### src/rtl/aps_pkg.sv
package aps_pkg;
  localparam int APS_NUM_CH  = 4;
  localparam int APS_NUM_SEG = 8;
  localparam int APS_DATA_W  = 8;
  localparam int APS_ADDR_W  = 7;
  localparam int APS_OUT_W   = 8;
endpackage

### src/rtl/aps_regfile.sv
module aps_regfile #(
  parameter int NUM_CH  = aps_pkg::APS_NUM_CH,
  parameter int NUM_SEG = aps_pkg::APS_NUM_SEG,
  parameter int DATA_W  = aps_pkg::APS_DATA_W,
  parameter int ADDR_W  = aps_pkg::APS_ADDR_W,
  localparam int CH_W   = $clog2(NUM_CH),
  localparam int SEG_W  = $clog2(NUM_SEG),
  localparam int SMP_W  = DATA_W - 1
) (
  input  logic                            clk_i,
  input  logic                            rst_ni,
  input  logic                            we_i,
  input  logic [ADDR_W-1:0]               addr_i,
  input  logic [DATA_W-1:0]               wdata_i,
  output logic [DATA_W-1:0]               rdata_o,
  output logic [NUM_CH*NUM_SEG*SMP_W-1:0] smp_o
);
  localparam int UP_LSB = SEG_W + 1 + CH_W;

  logic [DATA_W-1:0] mem_q [NUM_CH][NUM_SEG];
  logic [CH_W-1:0]   ch_idx;
  logic [SEG_W-1:0]  seg_idx;
  logic              hit;

  // layout: upper bits zero | channel | select bit | segment
  assign seg_idx = addr_i[SEG_W-1:0];
  assign ch_idx  = addr_i[SEG_W+1 +: CH_W];
  assign hit     = ((addr_i >> UP_LSB) == '0) && addr_i[SEG_W]
                   && ({1'b0, ch_idx} < (CH_W+1)'(NUM_CH));

  always_ff @(posedge clk_i or negedge rst_ni) begin
    if (!rst_ni) begin
      for (int c = 0; c < NUM_CH; c++)
        for (int s = 0; s < NUM_SEG; s++)
          mem_q[c][s] <= '0;
    end else if (we_i && hit) begin
      mem_q[ch_idx][seg_idx] <= wdata_i;
    end
  end

  assign rdata_o = hit ? mem_q[ch_idx][seg_idx] : '0;

  for (genvar c = 0; c < NUM_CH; c++) begin : g_ch
    for (genvar s = 0; s < NUM_SEG; s++) begin : g_seg
      assign smp_o[(c*NUM_SEG+s)*SMP_W +: SMP_W] = mem_q[c][s][SMP_W-1:0];
    end
  end
endmodule

### src/rtl/aps_seq.sv
module aps_seq #(
  parameter int NUM_CH  = aps_pkg::APS_NUM_CH,
  parameter int NUM_SEG = aps_pkg::APS_NUM_SEG,
  localparam int SEG_W  = $clog2(NUM_SEG)
) (
  input  logic              clk_i,
  input  logic              rst_ni,
  input  logic              seg_tick_i,
  input  logic              line_start_i,
  input  logic [NUM_CH-1:0] mark_i,
  input  logic [NUM_CH-1:0] neg_i,
  output logic [SEG_W-1:0]  seg_o,
  output logic [NUM_CH-1:0] mark_o,
  output logic [NUM_CH-1:0] neg_o
);
  logic [SEG_W-1:0]  seg_q;
  logic [NUM_CH-1:0] mark_q, neg_q;

  always_ff @(posedge clk_i or negedge rst_ni) begin
    if (!rst_ni) begin
      seg_q  <= '0;
      mark_q <= '0;
      neg_q  <= '0;
    end else if (seg_tick_i) begin
      if (line_start_i) begin
        seg_q  <= '0;
        mark_q <= mark_i;
        neg_q  <= neg_i;
      end else if (seg_q == SEG_W'(NUM_SEG-1)) begin
        seg_q <= '0;
      end else begin
        seg_q <= seg_q + 1'b1;
      end
    end
  end

  assign seg_o  = seg_q;
  assign mark_o = mark_q;
  assign neg_o  = neg_q;
endmodule

### src/rtl/aps_chan.sv
module aps_chan #(
  parameter int NUM_SEG = aps_pkg::APS_NUM_SEG,
  parameter int DATA_W  = aps_pkg::APS_DATA_W,
  parameter int OUT_W   = aps_pkg::APS_OUT_W,
  localparam int SEG_W  = $clog2(NUM_SEG),
  localparam int SMP_W  = DATA_W - 1,
  localparam int MAG_W  = DATA_W - 2
) (
  input  logic [NUM_SEG*SMP_W-1:0] smp_i,
  input  logic [SEG_W-1:0]         seg_i,
  input  logic                     en_i,
  input  logic                     mark_i,
  input  logic                     neg_i,
  output logic [OUT_W-1:0]         amp_o
);
  logic [SMP_W-1:0] cur;
  logic [OUT_W-1:0] mag_ext;
  logic             flip;

  assign cur     = smp_i[seg_i*SMP_W +: SMP_W];
  assign mag_ext = {{(OUT_W-MAG_W){1'b0}}, cur[MAG_W-1:0]};
  assign flip    = cur[MAG_W] ^ neg_i;

  always_comb begin
    if (!en_i || !mark_i || mag_ext == '0) amp_o = '0;
    else if (flip)                         amp_o = '0 - mag_ext;
    else                                   amp_o = mag_ext;
  end
endmodule

### src/rtl/arb_pulse_shaper.sv
module arb_pulse_shaper #(
  parameter int NUM_CH  = aps_pkg::APS_NUM_CH,
  parameter int NUM_SEG = aps_pkg::APS_NUM_SEG,
  parameter int DATA_W  = aps_pkg::APS_DATA_W,
  parameter int ADDR_W  = aps_pkg::APS_ADDR_W,
  parameter int OUT_W   = aps_pkg::APS_OUT_W
) (
  input  logic                    clk_i,
  input  logic                    rst_ni,
  input  logic                    reg_we_i,
  input  logic [ADDR_W-1:0]       reg_addr_i,
  input  logic [DATA_W-1:0]       reg_wdata_i,
  output logic [DATA_W-1:0]       reg_rdata_o,
  input  logic                    seg_tick_i,
  input  logic                    line_start_i,
  input  logic [NUM_CH-1:0]       arb_mode_i,
  input  logic [NUM_CH-1:0]       mark_i,
  input  logic [NUM_CH-1:0]       neg_i,
  output logic [NUM_CH*OUT_W-1:0] amp_o
);
  localparam int SEG_W = $clog2(NUM_SEG);
  localparam int SMP_W = DATA_W - 1;
  localparam int CH_BLK = NUM_SEG * SMP_W;

  logic [NUM_CH*CH_BLK-1:0] smp;
  logic [SEG_W-1:0]         seg_q;
  logic [NUM_CH-1:0]        mark_q, neg_q;

  aps_regfile #(
    .NUM_CH(NUM_CH), .NUM_SEG(NUM_SEG), .DATA_W(DATA_W), .ADDR_W(ADDR_W)
  ) u_regs (
    .clk_i(clk_i), .rst_ni(rst_ni), .we_i(reg_we_i), .addr_i(reg_addr_i),
    .wdata_i(reg_wdata_i), .rdata_o(reg_rdata_o), .smp_o(smp)
  );

  aps_seq #(.NUM_CH(NUM_CH), .NUM_SEG(NUM_SEG)) u_seq (
    .clk_i(clk_i), .rst_ni(rst_ni), .seg_tick_i(seg_tick_i),
    .line_start_i(line_start_i), .mark_i(mark_i), .neg_i(neg_i),
    .seg_o(seg_q), .mark_o(mark_q), .neg_o(neg_q)
  );

  for (genvar c = 0; c < NUM_CH; c++) begin : g_chan
    aps_chan #(.NUM_SEG(NUM_SEG), .DATA_W(DATA_W), .OUT_W(OUT_W)) u_chan (
      .smp_i(smp[c*CH_BLK +: CH_BLK]), .seg_i(seg_q), .en_i(arb_mode_i[c]),
      .mark_i(mark_q[c]), .neg_i(neg_q[c]), .amp_o(amp_o[c*OUT_W +: OUT_W])
    );
  end
endmodule

### config.mk
export PLATFORM = sky130hd
export DESIGN_NAME = arb_pulse_shaper
export DESIGN_NICKNAME = d
export VERILOG_FILES = /design/src/rtl/aps_pkg.sv /design/src/rtl/aps_regfile.sv /design/src/rtl/aps_seq.sv /design/src/rtl/aps_chan.sv /design/src/rtl/arb_pulse_shaper.sv
export SDC_FILE = /design/constraint.sdc
export NUM_CORES = 1
export LEC_CHECK = 0
export BUFFER_PORTS_ARGS = -buffer_cell sky130_fd_sc_hd__buf_2
export CORE_AREA = 2 2 171 173
export CTS_BUF_LIST = sky130_fd_sc_hd__clkbuf_8
export DETAILED_ROUTE_END_ITERATION = 12
export DIE_AREA = 0 0 173 175
export HOLD_SLACK_MARGIN = 0.08
export PLACE_DENSITY = 0.85
export SLEW_MARGIN = 20
export SYNTH_ARGS = -nofsm -noshare
export SYNTH_HDL_FRONTEND = slang
export SYNTH_HIERARCHICAL = 1
export SYNTH_SLANG_ARGS = --single-unit
### constraint.sdc
create_clock -name clk_i -period 3.2 [get_ports clk_i]
set_input_delay 0.16 -clock clk_i [delete_from_list [all_inputs] [get_ports clk_i]]
set_output_delay 0.16 -clock clk_i [all_outputs]
set_load 0.02 [all_outputs]
==> run summary <==
Syn Std Cell Area - 16,900 um^2
EDFF count, synth - 0
Max incr delay on CP - 0.57 ns
# rows - 62
Setup crit end kind - output pin
Area Overhead vs Synth - 2.20%
Vias in the first global route - 10,800
Fmax - 0.315 GHz
Clock Tree Buf Depth - 3
Final WS setup - 0.0302 ns
Initial antenna violation count - 0
Hold Crit Class - input port to flop
PortBufs - 71
Maximum VDD drop - 0.000273 V
CP max FO - 16
Syn Nets - 1,368
Final setup viols - 0
Drt first pass iters - 5
Max-slew violation count - 0
Vias per cell - 6.62
Final HPWL DP - 27,400 um
Status - complete, no violations
Multi-input logic area - 8160 um^2
Final hold viol count - 0
CTS tree - done
Slowest CP cell - mux4_2
Gr usage total - 27.1%
Reg area - 6690 um^2
Vias - 10,700
Post-synth top area share - 39.6%
Antenna Violating Nets Remaining - 0
Distinct cells, synth - 48
Full die area - 30,300 um^2
Layout Skew - 0.00188 ns
Top-count cell post-synth - dfrtp_1
Ranking of synthesized cells by area - dfrtp_1 40%, mux2_2 18%, buf_4 10%
Syn_area_per_cell - 12.7 um^2
Initial Util - 59.4%
Chip height - 175 um
Layout cells sized above 1 - 44.9%
Ports - 72
1st-iter DRT viols - 1,279
Worst path required time - 3.04 ns
DRC viols - 0
Clock net sink count - 267
Ys async rst share - 100%
Critical Path AT - 3.01 ns
WS Path Type - flop to output pin
CORE AREA - 28,400 um^2
Placer's final routability congestion estimate - 0.989
Clk_lat worst skew - 0.55 ns
Global route overflow - 0
Largest net degree at the start of global routing - 113
DR WL/cell - 26.2 um
Post-synthesis sequential area ratio - 39.6%
H-tree depth - 2
Yosys warns - 6
Post-synth top cells - 267 x dfrtp_1, 263 x mux2_2, 228 x buf_4, 140 x mux2i_1, 65 x o22ai_1
Global-route wire length before repair - 63,000 um
Worst Tran Pin Value - 0.883 ns
CTS Root Cell - clkbuf_8
Max transition margin - 41.2%
Synth area leader - dfrtp_1
Fin nets - 1,242
Worst-path clk slew - 0.06 ns
Gate Count Post-Synth - 1,330
Drt total wl - 42,400 um
Period utilization - 99.1%
CP top delay family - multiplexers
Utilization after layout - 60.7%
Period minus WS final - 3.17 ns
Filler instances - 2,112
Final hold slack - 0.238 ns
Setup WS pre-CTS - 0.335 ns
Max Cap Viol - 0
Startpoint Class - flop
Most used DFF post-synth - dfrtp_1
Ant diodes - 0
Static leakage - 7.98 nW
Num CTS Buffers - 44
PwrDens - 505 nW/um^2
CP bufs+invs - 2
Die X - 173 um
FF+latch count, synth - 267
Crit path cell chain - buf_12 -> mux4_2 -> mux2i_4 -> nand3_2 -> o21bai_2 -> mux2i_1 -> buf_2
-- path summary, 6_finish.rpt --
path	start	to	slack, ns	cells past startpoint
max in group asynchronous	rst_ni	u_seq/seg_o[2]$_DFFE_PN0P_	2.02	3
worst min-delay path	reg_wdata_i[0]	u_regs/smp_o[98]$_DFFE_PN0P_	0.24	2
worst max-delay path	u_seq/seg_o[0]$_DFFE_PN0P_	amp_o[5]	0.03	7
worst min register to register	u_regs/mem_q[87]$_DFFE_PN0P_	u_regs/mem_q[87]$_DFFE_PN0P_	0.50	1
worst max register to register	u_seq/seg_o[1]$_DFFE_PN0P_	u_seq/seg_o[2]$_DFFE_PN0P_	1.03	7
min in group asynchronous	rst_ni	u_regs/smp_o[167]$_DFFE_PN0P_	0.27	2
-- worst register-to-register path, cell delays in order, from the launching register on --
cell,delay (ns)
dfrtp_4,0.51
buf_12,0.16
buf_6,0.18
ha_1,0.21
ha_1,0.27
nand2_1,0.06
o22ai_1,0.15
dlygate4sd3_1,0.57
-- stage by stage --
step	total power [mW]	area [um^2]	setup TNS, ns	cells
4_1_cts	8.53	16900	0	1599
5_1_grt	9.02	17200	-0.0666	1616
2_1_floorplan	5.45	16900	0	1330
3_5_place_dp	5.60	15900	0	1510
6_report	8.70	17200	0	1616
3_3_place_gp	5.53	15900	0	1510
-- report_power, final --
part,switching (mW),total [mW],internal [mW]
sequential,0.262,3.93,3.67
clock,1.33,2.91,1.58
combinational,0.960,1.86,0.904
-- kinds of logic (layout without fill, tap and decap cells) --
logic type / after synthesis / count (layout) / share of synthesized area, %
AOI/OAI and AO/OA: 103 / 103 / 4.31
adders and majority gates: 6 / 6 / 0.445
muxes: 480 / 480 / 36.0
DFF: 267 / 267 / 39.6
and+or+nand+nor: 160 / 160 / 6.20
xor gates and xnor gates: 4 / 6 / 0.653
buffers and inverters: 310 / 210 / 12.8
-- state kept, by name, summed over array words and instances (netlist names) --
signal,flops
u_regs/smp_o,224
u_seq/mark_o,4
u_regs/mem_q,32
u_seq/neg_o,4
u_seq/seg_o,3
-- what timing repair did --
item	in CTS	in global routing
setup endpoints to repair	32	27
gates resized for setup	2	25
hold endpoints to repair	117	0
buffers inserted	3	13
hold buffers	12	0
gates cloned	0	4
-- cell type report --
class                      count  area share [%]
multi-input combinational    755            47.3
sequential                   267            38.8
timing repair buffer         133            6.06
clock buffer                  57            4.55
tap                          384            2.79
clock inverter                17           0.385
inverter                       3          0.0653
-- placed cells by master (no fill, tap or decap), types with 9 or more instances in the layout --
cell type and n:
o22ai_1 65, clkbuf_8 57, mux2i_1 135, buf_2 67
o21ai_0 10, mux4_2 34, nor3_1 13, buf_4 36
inv_1 18, dfrtp_1 264, mux4_1 22, nor3_2 9
mux2i_4 17, nand2_1 21, and3_1 12, dlygate4sd3_1 12
nor2_1 30, mux2_2 263, buf_12 10
-- layer usage --
layer,share of wire [%],vias to the layer above,track usage (%)
li1,-,4450,-
met1,38,5488,34.8
met2,48,593,44.8
met3,9.0,159,5.46
met4,5.3,0,11.8
met5,0,-,0
Note: power is estimated with default switching activity, not from simulation.
